**src/rtl/cdt_pkg.sv**
```systemverilog
package cdt_pkg;

  // write target encoding on wr_sel
  typedef enum logic [1:0] {
    SEL_START = 2'd0,
    SEL_DIV   = 2'd1,
    SEL_CTRL  = 2'd2,
    SEL_NONE  = 2'd3
  } cdt_sel_e;

  // width of the prescale shift amount
  localparam int unsigned SHIFT_W = 3;

  // three retained divider bits -> shift amount, (code + 1) mod 8
  function automatic logic [SHIFT_W-1:0] div_code_to_shift(input logic [SHIFT_W-1:0] code);
    return code + SHIFT_W'(1);
  endfunction

  // control word fields used by the counter
  typedef struct packed {
    logic       suppress;
    logic       repeat_en;
    logic [7:0] vector;
  } cdt_ctrl_t;

endpackage

```
**src/rtl/cdt_cfg_regs.sv**
```systemverilog
module cdt_cfg_regs
  import cdt_pkg::*;
#(
  parameter int unsigned VEC_W = 8
) (
  input  logic               clk,
  input  logic               rst_n,
  input  logic               div_we,
  input  logic [SHIFT_W-1:0] div_code,
  input  logic               ctrl_we,
  input  logic [VEC_W-1:0]   ctrl_vec,
  input  logic               ctrl_suppress,
  input  logic               ctrl_repeat,
  output logic [SHIFT_W-1:0] shift,
  output logic [VEC_W-1:0]   vector,
  output logic               suppress,
  output logic               repeat_en
);

  logic [SHIFT_W-1:0] shift_q, shift_d;
  logic [VEC_W-1:0]   vec_q, vec_d;
  logic               sup_q, sup_d;
  logic               rep_q, rep_d;

  always_comb begin
    shift_d = shift_q;
    vec_d   = vec_q;
    sup_d   = sup_q;
    rep_d   = rep_q;
    if (div_we) begin
      shift_d = div_code_to_shift(div_code);
    end
    if (ctrl_we) begin
      vec_d = ctrl_vec;
      sup_d = ctrl_suppress;
      rep_d = ctrl_repeat;
    end
  end

  always_ff @(posedge clk or negedge rst_n) begin
    if (!rst_n) begin
      shift_q <= div_code_to_shift('0);
      vec_q   <= '0;
      sup_q   <= 1'b1;
      rep_q   <= 1'b0;
    end else begin
      shift_q <= shift_d;
      vec_q   <= vec_d;
      sup_q   <= sup_d;
      rep_q   <= rep_d;
    end
  end

  assign shift     = shift_q;
  assign vector    = vec_q;
  assign suppress  = sup_q;
  assign repeat_en = rep_q;

endmodule

```
**src/rtl/cdt_prescaler.sv**
```systemverilog
module cdt_prescaler
  import cdt_pkg::*;
#(
  parameter int unsigned PRE_W = (1 << SHIFT_W) - 1
) (
  input  logic               clk,
  input  logic               rst_n,
  input  logic               restart,
  input  logic [SHIFT_W-1:0] shift,
  output logic               tick
);

  logic [PRE_W-1:0] pcnt_q, pcnt_d;
  logic [PRE_W-1:0] limit;

  // last phase value before a tick, 2^shift - 1
  always_comb begin
    limit = PRE_W'((32'd1 << shift) - 32'd1);
  end

  always_comb begin
    tick   = 1'b0;
    pcnt_d = pcnt_q + PRE_W'(1);
    if (restart) begin
      pcnt_d = '0;
    end else if (pcnt_q >= limit) begin
      tick   = 1'b1;
      pcnt_d = '0;
    end
  end

  always_ff @(posedge clk or negedge rst_n) begin
    if (!rst_n) begin
      pcnt_q <= '0;
    end else begin
      pcnt_q <= pcnt_d;
    end
  end

endmodule

```
**src/rtl/cdt_down_counter.sv**
```systemverilog
module cdt_down_counter #(
  parameter int unsigned CNT_W = 32
) (
  input  logic             clk,
  input  logic             rst_n,
  input  logic             load,
  input  logic [CNT_W-1:0] load_val,
  input  logic             tick,
  input  logic             repeat_en,
  output logic [CNT_W-1:0] count,
  output logic             expire
);

  logic [CNT_W-1:0] start_q, start_d;
  logic [CNT_W-1:0] cnt_q, cnt_d;
  logic             running;

  assign running = (start_q != '0);

  always_comb begin
    start_d = start_q;
    cnt_d   = cnt_q;
    expire  = 1'b0;
    if (load) begin
      start_d = load_val;
      cnt_d   = load_val;
    end else if (tick && running) begin
      if (cnt_q == '0) begin
        cnt_d = repeat_en ? start_q : '0;
      end else begin
        cnt_d  = cnt_q - CNT_W'(1);
        expire = (cnt_q == CNT_W'(1));
      end
    end
  end

  always_ff @(posedge clk or negedge rst_n) begin
    if (!rst_n) begin
      start_q <= '0;
      cnt_q   <= '0;
    end else begin
      start_q <= start_d;
      cnt_q   <= cnt_d;
    end
  end

  assign count = cnt_q;

endmodule

```
**src/rtl/cdt_timer.sv**
```systemverilog
module cdt_timer
  import cdt_pkg::*;
#(
  parameter int unsigned CNT_W    = 32,
  parameter int unsigned VEC_W    = 8,
  parameter int unsigned SUP_BIT  = 16,
  parameter int unsigned REP_BIT  = 17
) (
  input  logic             clk,
  input  logic             rst_n,
  input  logic             wr_en,
  input  logic [1:0]       wr_sel,
  input  logic [CNT_W-1:0] wr_data,
  output logic [CNT_W-1:0] cur_count,
  output logic             irq_req,
  output logic [VEC_W-1:0] irq_vector
);

  localparam int unsigned PRE_W = (1 << SHIFT_W) - 1;

  logic               we_start, we_div, we_ctrl;
  logic [SHIFT_W-1:0] div_code;
  logic [SHIFT_W-1:0] shift;
  logic [VEC_W-1:0]   vector;
  logic               suppress, repeat_en;
  logic               tick, expire;

  assign we_start = wr_en && (cdt_sel_e'(wr_sel) == SEL_START);
  assign we_div   = wr_en && (cdt_sel_e'(wr_sel) == SEL_DIV);
  assign we_ctrl  = wr_en && (cdt_sel_e'(wr_sel) == SEL_CTRL);

  // divider code: bit 3 is the top bit, bits 1:0 below it
  assign div_code = {wr_data[3], wr_data[1:0]};

  cdt_cfg_regs #(
    .VEC_W(VEC_W)
  ) u_cfg (
    .clk           (clk),
    .rst_n         (rst_n),
    .div_we        (we_div),
    .div_code      (div_code),
    .ctrl_we       (we_ctrl),
    .ctrl_vec      (wr_data[VEC_W-1:0]),
    .ctrl_suppress (wr_data[SUP_BIT]),
    .ctrl_repeat   (wr_data[REP_BIT]),
    .shift         (shift),
    .vector        (vector),
    .suppress      (suppress),
    .repeat_en     (repeat_en)
  );

  cdt_prescaler #(
    .PRE_W(PRE_W)
  ) u_pre (
    .clk     (clk),
    .rst_n   (rst_n),
    .restart (we_start || we_div),
    .shift   (shift),
    .tick    (tick)
  );

  cdt_down_counter #(
    .CNT_W(CNT_W)
  ) u_cnt (
    .clk       (clk),
    .rst_n     (rst_n),
    .load      (we_start),
    .load_val  (wr_data),
    .tick      (tick),
    .repeat_en (repeat_en),
    .count     (cur_count),
    .expire    (expire)
  );

  // request stage
  logic             req_q, req_d;
  logic [VEC_W-1:0] vec_q, vec_d;

  always_comb begin
    req_d = expire && !suppress;
    vec_d = vec_q;
    if (req_d) begin
      vec_d = vector;
    end
  end

  always_ff @(posedge clk or negedge rst_n) begin
    if (!rst_n) begin
      req_q <= 1'b0;
      vec_q <= '0;
    end else begin
      req_q <= req_d;
      vec_q <= vec_d;
    end
  end

  assign irq_req    = req_q;
  assign irq_vector = vec_q;

endmodule

```
**config.mk**
```make
export PLATFORM = sky130hd
export DESIGN_NAME = cdt_timer
export DESIGN_NICKNAME = d
export VERILOG_FILES = /design/src/rtl/cdt_pkg.sv /design/src/rtl/cdt_cfg_regs.sv /design/src/rtl/cdt_prescaler.sv /design/src/rtl/cdt_down_counter.sv /design/src/rtl/cdt_timer.sv
export SDC_FILE = /design/constraint.sdc
export NUM_CORES = 1
export LEC_CHECK = 0
export BUFFER_PORTS_ARGS = -buffer_cell sky130_fd_sc_hd__buf_2
export CAP_MARGIN = 20
export CORE_ASPECT_RATIO = 0.7
export CORE_MARGIN = 2
export CORE_UTILIZATION = 55
export DETAILED_ROUTE_END_ITERATION = 12
export PLACE_DENSITY_LB_ADDON = 0.12
export SYNTH_ARGS = -nofsm -noshare
export SYNTH_HDL_FRONTEND = slang
export SYNTH_SLANG_ARGS = --single-unit
export TNS_END_PERCENT = 30
```
**constraint.sdc**
```tcl
create_clock -name clk -period 3.6 [get_ports clk]
set_input_delay 0.18 -clock clk [delete_from_list [all_inputs] [get_ports clk]]
set_output_delay 0.18 -clock clk [all_outputs]
set_load 0.01 [all_outputs]
```
==> results of run 1 <==
how the worst min path moves through the flow:
stage,start,to,slack [ps],depth (start not counted)
final,wr_data[19],u_cnt.start_q[19],40,3
after detailed placement,rst_n,u_cnt.start_q[7],400,1
after floorplan,rst_n,irq_req,-120,0
after global placement,wr_data[23],u_cnt.start_q[23],390,3
after CTS,wr_data[19],u_cnt.start_q[19],30,3
after global routing,wr_data[19],u_cnt.start_q[19],50,3
per-stage QoR:
| step | hold slack [ps] | setup slack [ps] | cells | area (um2) | power [W] |
|---|---|---|---|---|---|
| after floorplan | -115.6 | 790.7 | 563 | 5243 | 0.002141 |
| after global placement | 387.0 | 514.9 | 742 | 5738 | 0.002469 |
| after detailed placement | 395.9 | 333.3 | 742 | 5738 | 0.002509 |
| after CTS | 34.25 | 308.6 | 758 | 6027 | 0.003424 |
| after global routing | 47.77 | 111.9 | 760 | 6065 | 0.003627 |
| final | 38.21 | 297.5 | 760 | 6065 | 0.003443 |
layout make-up:
type	count	area, um2
clock buffers	13	270.3
clock inverters	3	18.77
fillers	759	3115
inverters	12	45.04
multi-input cells	425	2725
flip-flops and latches	93	2330
well taps	124	155.1
repair buffers	90	520.5
per-layer routing:
layer	wire length, um	vias to the layer above	track usage, %
met2	6268	280	41.29
met1	6896	2406	47.68
met4	256	0	8.774
li1	-	2199	-
met5	0	-	0
met3	1621	27	8.311
cells in the mapped netlist, types with 7 or more instances:
cell / count / area [um2]
nand2_1: 98 / 367.9
dfrtp_1: 91 / 2277
nor2_1: 39 / 146.4
o21ai_0: 26 / 130.1
a21oi_1: 23 / 115.1
nand3_1: 22 / 110.1
clkbuf_1: 19 / 71.32
mux2_2: 17 / 191.4
and3_1: 16 / 100.1
nor4_1: 16 / 100.1
ha_1: 12 / 150.1
inv_1: 12 / 45.04
a2bb2oi_1: 10 / 87.58
a31oi_1: 10 / 62.56
and2_1: 10 / 62.56
nand4_1: 9 / 56.30
a22oi_1: 8 / 60.06
a221o_1: 7 / 70.07
a32oi_1: 7 / 61.31
nor3_1: 7 / 35.03
xnor2_1: 7 / 61.31
xor2_1: 7 / 61.31
power groups by stage:
stage	clock (W)	combinational, W	sequential [W]
after floorplan	0	0.000639	0.00150
after detailed placement	0	0.000955	0.00155
after CTS	0.000928	0.000962	0.00153
after global placement	0	0.000931	0.00154
after global routing	0.000976	0.00108	0.00157
final	0.000918	0.000977	0.00155
state kept, by name, indices dropped and copies added, names as in the netlist:
name / flops
u_cfg.repeat_en: 1
u_cfg.suppress: 1
u_pre.pcnt_q: 7
u_cfg.shift: 3
irq_vector: 8
irq_req: 1
u_cfg.vector: 8
u_cnt.count: 32
u_cnt.start_q: 32
kinds of logic after synthesis:
kind of cell,after synthesis,share of synthesized area [%]
compound gates,130,17.18
xor+xnor,14,2.339
fa+ha+maj,12,2.864
buf+inv,45,3.842
flops,93,44.44
mux,22,4.654
simple gates,247,24.68
worst max-delay path, delay by kind of cell, from the launching register on:
kind / cells / cell delay (ps)
buf+inv: 1 / 370
simple gates: 3 / 830
compound gates: 4 / 1100
fa+ha+maj: 1 / 310
flops: 1 / 570
==> summary.txt, run 1 <==
status -> complete, no violations
routed vias -> 4912
clock sink count -> 93
CTS root buf -> clkbuf_16
# hold bufs at CTS -> 0
CTS resizes -> 0
Yosys warnings -> 0
Worst Path Arrival -> 3540 ps
drt drc -> 0
combinational share of power -> 28.4%
Psw -> 0.001264 W
cts bufs inserted -> 9
Internal Power -> 0.002179 W
GRT overflow -> 0
Final Util -> 66.06%
Skew-Pair Late Insertion Delay -> 350 ps
area growth from synthesis to layout -> 15.68%
commonest non-fill, non-tap cells in the layout -> nand2_1, dfrtp_1, buf_2
final setup fails -> 0
Ports -> 78
DIE AREA -> 10340 um2
Final Slew Violations -> 0
post-synthesis average cell area -> 9.312 um2
sequential power share -> 44.9%
R2R Path Start -> u_cfg.shift[0]
setup TNS -> 0 ps
crit path launch -> u_cfg.shift[0]
router iterations before antenna repair -> 8
All-Layer GR Usage -> 30.56%
LEAKAGE -> 2.844 nW
setup bufs post-CTS -> 0
synth unique cells -> 59
Tcrit/Tclk final -> 91.74%
R2R Setup Slk -> 300 ps
Starting Density -> 57.11%
cell count after synthesis -> 563
ant diodes -> 0
crit path capture -> u_cnt.count[27]
first-pass GRT wire length -> 24180 um
worst-margin pin slew -> 806.1 ps
FF-to-FF End -> u_cnt.count[27]
R2R cell count -> 9
VDD IR max -> 0.3411 mV
Crit Path Max Fanout -> 24
Post-Syn Nets -> 612
CTS Buffer Depth -> 2
most common cell after layout, fill and taps aside -> nand2_1
largest net degree at the start of global routing -> 80
Hold/Removal Path Class -> primary input to register
clock group share of total power -> 26.7%
initial drt markers -> 645
register bit count reported by yosys -> 93
CP peak stage delay -> 570 ps
nets -> 680
fmax -> 302.8 MHz
row count -> 29
routed vias/inst -> 6.463
TritonCTS clock tree -> built
Port Buffers -> 77
startpoint types -> register
GPL Wtd Cong -> 0.9309
Fin. Hold Viols -> 0
fraction of layout cells with a size suffix above 1 -> 22.64%
clk slew on worst S/H paths -> 70 ps
asr flop ratio synth -> 100.0%
RSZ-0062 raised after global routing -> false
Worst Skew -> 9.062 ps
Pwr per Cell Area -> 567.7 nW/um2
number of global-route vias before repair -> 4551
switching share of power -> 36.71%
Wirelength per Cell -> 19.79 um
Post-synth EDFFs -> 0
H-tree depth -> 3
Worst Path Required -> 3830 ps
# Max-Cap Violations -> 0
Tmin final -> 3303 ps
CP max stage cell -> dfstp_2
initial antenna violation count -> 0
relative slew slack -> 46.26%
core area -> 9180 um2
CP Capture Type -> register
Post-Route WL -> 15040 um
Most used DFF post-synth -> dfrtp_1
sequential share of the synthesized area -> 44.44%
residual antenna-violating net count after detailed routing -> 0
post-synthesis cell area -> 5243 um2
Die X -> 120.7 um
Die Ht -> 85.69 um
DP Wirelength -> 10650 um
worst-path cell chain -> nand3_1 -> ha_1 -> and3_1 -> a221o_1 -> a31oi_1 -> or2_2 -> buf_4 -> a22oi_1 -> a311o_1
critical path class -> register to register
Power figures use the tool's default switching activity.
==> inputs of run 2 (changes only) <==
==> constraint.sdc (replaced) <==
create_clock -name clk -period 3.6 [get_ports clk]
set_input_delay 0 -clock clk [delete_from_list [all_inputs] [get_ports clk]]
set_output_delay 0 -clock clk [all_outputs]
set_load 0.01 [all_outputs]
==> run 2 against run 1 <==
Clock skew fell by 3.0 ps. Critical path depth fell by 1. Register-to-register slack better by 50 ps. Clock power increased by 11%. Largest cell class unchanged. Highest routed layer unchanged. Sequential power barely moved. Hold slack improved by 12 ps.
==> summary.txt, run 2 (same netlist as run 1, synthesis figures left out) <==
largest net degree at the start of global routing -> 76 (-5.0%)
Final Slew Violations -> 0 (unchanged)
# hold bufs at CTS -> 32 (+32)
most common cell after layout, fill and taps aside -> nand2_1
placed cell areas -> 5746 um2 (+0.13%)
drt drc -> 0 (unchanged)
ant diodes -> 0 (unchanged)
DP Wirelength -> 10650 um (about the same)
setup TNS -> 0 ps (unchanged)
Final Non-Filler Cells -> 791 (+4.1%)
Layout Cell Area excl Fill -> 6380 um2 (+5.2%)
R2R Path Start -> u_cfg.shift[2]
# Max-Cap Violations -> 0 (unchanged)
Die Ht -> 85.69 um (unchanged)
first-pass GRT wire length -> 24480 um (+1.2%)
H-tree depth -> 3 (unchanged)
critical path class -> register to register
CTS Buffer Depth -> 2 (unchanged)
startpoint types -> register
residual antenna-violating net count after detailed routing -> 0 (unchanged)
CTS resizes -> 0 (unchanged)
core area -> 9180 um2 (unchanged)
Worst Path Required -> 3830 ps (about the same)
relative slew slack -> 36.35% (-9.9 points)
routed vias/inst -> 6.260 (-3.1%)
worst-margin pin slew -> 954.7 ps (+148.6 ps)
Worst Skew -> 6.076 ps (-2.986 ps)
Wirelength per Cell -> 19.25 um (-2.7%)
DIE AREA -> 10340 um2 (unchanged)
Tcrit/Tclk final -> 90.27% (-1.5 points)
clock sink count -> 93 (unchanged)
routed vias -> 4952 (+0.81%)
router iterations before antenna repair -> 5 (-3)
Pwr per Cell Area -> 558.0 nW/um2 (-1.7%)
clk slew on worst S/H paths -> 70 ps (about the same)
Hold/Removal Path Class -> primary input to register
nets -> 711 (+4.6%)
Tmin final -> 3250 ps (-52.75 ps)
placed cells -> 743 (+0.13%)
setup bufs post-CTS -> 0 (unchanged)
crit path launch -> u_cfg.shift[2]
Crit Path Max Fanout -> 23 (-4.2%)
Skew-Pair Late Insertion Delay -> 350 ps (about the same)
fraction of layout cells with a size suffix above 1 -> 21.74% (-0.90 points)
Final Util -> 69.50% (+3.4 points)
initial drt markers -> 504 (-22%)
Fin. Hold Viols -> 0 (unchanged)
All-Layer GR Usage -> 30.82% (+0.26 points)
fmax -> 307.7 MHz (+1.6%)
final setup fails -> 0 (unchanged)
Starting Density -> 57.11% (unchanged)
min-delay src -> wr_sel[0]
area growth from synthesis to layout -> 21.69%
GPL Wtd Cong -> 0.9081 (-2.4%)
VDD IR max -> 0.3070 mV (-10%)
GRT overflow -> 0 (unchanged)
Power Total -> 0.003560 W (+3.4%)
status -> complete, no violations
R2R cell count -> 8 (-1)
RSZ-0062 raised after global routing -> false
Post-Route WL -> 15230 um (+1.2%)
TritonCTS clock tree -> built
CP Capture Type -> register
CTS root buf -> clkbuf_16
row count -> 29 (unchanged)
initial antenna violation count -> 0 (unchanged)
Port Buffers -> 77 (unchanged)
cts bufs inserted -> 9 (unchanged)
Worst Path Arrival -> 3480 ps (-60 ps)
Hold Crit Depth -> 4 (+1)
Die X -> 120.7 um (unchanged)
number of global-route vias before repair -> 4659 (+2.4%)
Ports -> 78 (unchanged)
LEAKAGE -> 2.979 nW (+4.8%)
commonest non-fill, non-tap cells in the layout -> nand2_1, dfrtp_1, buf_2
[run 2: layer usage]
metal / global-route usage, % / up-vias / wire length [um] / share of wire (%)
met1: 46.77 / 2370 / 6851 / 45
li1: - / 2254 / - / -
met2: 44.07 / 302 / 6369 / 42
met4: 5.920 / 0 / 221 / 1.5
met3: 9.109 / 26 / 1785 / 12
met5: 0 / - / 0 / 0
[run 2: where the power goes]
group,switching (W),internal [W],total (W)
combinational,0.000565,0.000428,0.000994
sequential,0.000306,0.00124,0.00155
clock,0.000411,0.000606,0.00102
[run 2: final timing paths]
path                       slack [ps]                 to
setup / recovery                  350      irq_vector[5]
min in group asynchronous         340   u_cnt.start_q[7]
max in group asynchronous        2450  u_cnt.start_q[21]
setup reg to reg                  350      irq_vector[5]
hold / removal                     50  u_cnt.start_q[22]
hold reg to reg                   490      irq_vector[6]
[run 2: cell type report]
| cell class | count | area (um2) |
|---|---|---|
| multi-input cells | 425 | 2725 |
| repair buffers | 121 | 810.8 |
| clock inverters | 7 | 88.84 |
| flip-flops and latches | 93 | 2330 |
| inverters | 12 | 45.04 |
| well taps | 124 | 155.1 |
| fillers | 723 | 2800 |
| clock buffers | 9 | 225.2 |
[run 2: worst max-delay path, stage by stage (launching register included)]
cell and delay, ps:
dfrtp_1 440, or3_1 390, ha_1 280, nor2b_1 40, o21ai_0 180, a31oi_1 170
or2_2 540, nor4_4 690, mux2_2 400
[run 2: metrics by stage]
stage               hold WS, ps  setup WS (ps)
finish                    50.70          350.2
global route              58.19          184.3
CTS                       45.25          361.9
detailed placement        206.8          363.8
global placement          203.6          502.4
floorplan                -295.6          790.7
==> inputs of run 3 (changes only) <==
--- a/config.mk
+++ b/config.mk
@@ -9,7 +9,7 @@
 export CAP_MARGIN = 20
 export CORE_ASPECT_RATIO = 0.7
 export CORE_MARGIN = 2
-export CORE_UTILIZATION = 55
+export CORE_UTILIZATION = 40
 export DETAILED_ROUTE_END_ITERATION = 12
 export PLACE_DENSITY_LB_ADDON = 0.12
 export SYNTH_ARGS = -nofsm -noshare
==> run 3 against run 2 <==
Design area up 0.24%. Critical endpoint is now u_cnt.count[27]. First-iteration DRC count shrank 4.0%. Die area rose by 36%. Largest cell class unchanged. Global-route usage fell by 7.2 points. Critical path type unchanged.
==> summary.txt, run 3 (same netlist as run 1, synthesis figures left out) <==
VDD IR max -> 0.3149 mV (+2.6%)
drt drc -> 0 (unchanged)
Worst Skew -> 8.946 ps (+2.870 ps)
Ports -> 78 (unchanged)
Die Ht -> 99.79 um (+16%)
setup bufs post-CTS -> 0 (unchanged)
fraction of layout cells with a size suffix above 1 -> 21.62% (-0.12 points)
Die X -> 140.8 um (+17%)
GPL Wtd Cong -> 0.8834 (-2.7%)
nets -> 710 (-0.14%)
CTS Buffer Depth -> 2 (unchanged)
clock sink count -> 93 (unchanged)
H-tree depth -> 3 (unchanged)
CP Capture Type -> register
Buf+Inv Stages, Crit Path -> 1 (+1)
worst-margin pin slew -> 915.3 ps (-39.37 ps)
Final Slew Violations -> 0 (unchanged)
routed vias/inst -> 5.774 (-7.8%)
routed vias -> 4781 (-3.5%)
largest net degree at the start of global routing -> 75 (-1.3%)
startpoint types -> register
first-pass GRT wire length -> 25850 um (+5.6%)
RSZ-0062 raised after global routing -> false
initial drt markers -> 484 (-4.0%)
Worst Path Arrival -> 3270 ps (-210 ps)
cts bufs inserted -> 9 (unchanged)
Wirelength per Cell -> 19.24 um (about the same)
area growth from synthesis to layout -> 21.98%
row count -> 34 (+17%)
Crit Path Max Fanout -> 46 (+100%)
TritonCTS clock tree -> built
status -> complete, no violations
family with the most delay on the worst path -> compound AO/OA/AOI/OAI gates
final setup fails -> 0 (unchanged)
commonest non-fill, non-tap cells in the layout -> nand2_1, dfrtp_1, buf_2
LEAKAGE -> 2.954 nW (-0.85%)
Worst Path Required -> 3830 ps (about the same)
worst hold slack -> 91.14 ps (+40.44 ps)
GRT overflow -> 0 (unchanged)
Fin. Hold Viols -> 0 (unchanged)
residual antenna-violating net count after detailed routing -> 0 (unchanged)
Skew-Pair Late Insertion Delay -> 340 ps (about the same)
core area -> 12590 um2 (+37%)
setup TNS -> 0 ps (unchanged)
Tmin final -> 3040 ps (-209.4 ps)
worst-path cell chain -> nand3_1 -> ha_1 -> and3_1 -> a221o_1 -> a31oi_1 -> or2_2 -> buf_4 -> a22oi_1 -> a311o_1
CTS root buf -> clkbuf_16
ant diodes -> 0 (unchanged)
most common cell after layout, fill and taps aside -> nand2_1
clk slew on worst S/H paths -> 70 ps (about the same)
CTS resizes -> 0 (unchanged)
Pwr per Cell Area -> 550.2 nW/um2 (-1.4%)
initial antenna violation count -> 0 (unchanged)
Starting Density -> 41.63% (-15 points)
number of global-route vias before repair -> 4709 (+1.1%)
critical path class -> register to register
DIE AREA -> 14050 um2 (+36%)
relative slew slack -> 38.98% (+2.6 points)
All-Layer GR Usage -> 23.61% (-7.2 points)
Hold/Removal Path Class -> primary input to register
fmax -> 328.9 MHz (+6.9%)
# Max-Cap Violations -> 0 (unchanged)
Tcrit/Tclk final -> 84.46% (-5.8 points)
router iterations before antenna repair -> 5 (unchanged)
Post-Route WL -> 15930 um (+4.6%)
CP peak stage delay -> 560 ps (-130 ps)
CP max stage cell -> dfstp_2
DP Wirelength -> 11280 um (+6.0%)
Port Buffers -> 77 (unchanged)
-- run 3: cell types whose count changed in the layout (fill, tap and decap cells not counted), sizes merged --
cell | before | now
clkbuf | 9 | 10
clkinv | 4 | 2
buf | 89 | 88
inv | 13 | 12
clkinvlp | 0 | 3
bufinv | 2 | 1
-- run 3: routing by layer --
metal	GRT usage [%]	wire [um]	up-vias
met3	5.534	1192	20
met5	0	0	-
met2	33.47	6624	190
met4	6.077	214	0
met1	36.23	7899	2314
li1	-	-	2257
-- run 3: where the power goes --
| part | internal (W) | leakage, nW | switching [W] | total [W] |
|---|---|---|---|---|
| Clock | 0.000555 | 0.140 | 0.000410 | 0.000965 |
| Combinational | 0.000437 | 1.64 | 0.000581 | 0.00102 |
| Sequential | 0.00124 | 1.17 | 0.000292 | 0.00154 |
| Total | 0.00224 | 2.95 | 0.00128 | 0.00352 |
-- run 3: metrics by stage --
step / cell area (um2) / utilization [%] / setup WS, ps / std cells / total power, W
global placement: 5773 / 45.85 / 703.1 / 780 / 0.002509
finish: 6395 / 50.79 / 559.6 / 828 / 0.003519
detailed placement: 5773 / 45.85 / 608.4 / 780 / 0.002527
floorplan: 5243 / - / 790.7 / 563 / 0.002141
global route: 6395 / 50.79 / 399.4 / 828 / 0.003728
CTS: 6395 / 50.79 / 605.8 / 828 / 0.003529
-- run 3: path summary, 6_finish.rpt --
kind                                startpoint              end  slack [ps]  cells after the start
worst min-delay path                 wr_sel[1]   u_cfg.shift[0]          90                      3
worst max register to register  u_cfg.shift[0]  u_cnt.count[27]         560                      9
worst max-delay path            u_cfg.shift[0]  u_cnt.count[27]         560                      9
max in group asynchronous                rst_n   u_cfg.suppress        2300                      3
worst min register to register   irq_vector[6]    irq_vector[6]         500                      1
min in group asynchronous                rst_n  u_pre.pcnt_q[6]         330                      2
-- run 3: cell type report --
type / count / area (um2)
multi-input combinational: 425 / 2725
sequential: 93 / 2330
tap: 162 / 202.7
clock buffer: 10 / 239.0
inverter: 12 / 45.04
fill: 1198 / 6197
clock inverter: 6 / 62.56
timing repair buffer: 120 / 790.8
-- run 3: tightest hold or removal path, delay by kind of cell --
| kind | cells | cell delay [ps] |
|---|---|---|
| AND/OR/NAND/NOR | 1 | 210 |
| AO/OA/AOI/OAI | 1 | 110 |
| buffers and inverters | 1 | 100 |
-- run 3: repair_timing --
item / 4_1_cts / 5_1_grt
hold buffers: 32 / 0
setup endpoints to repair: 0 / 0
hold endpoints to repair: 121 / 0
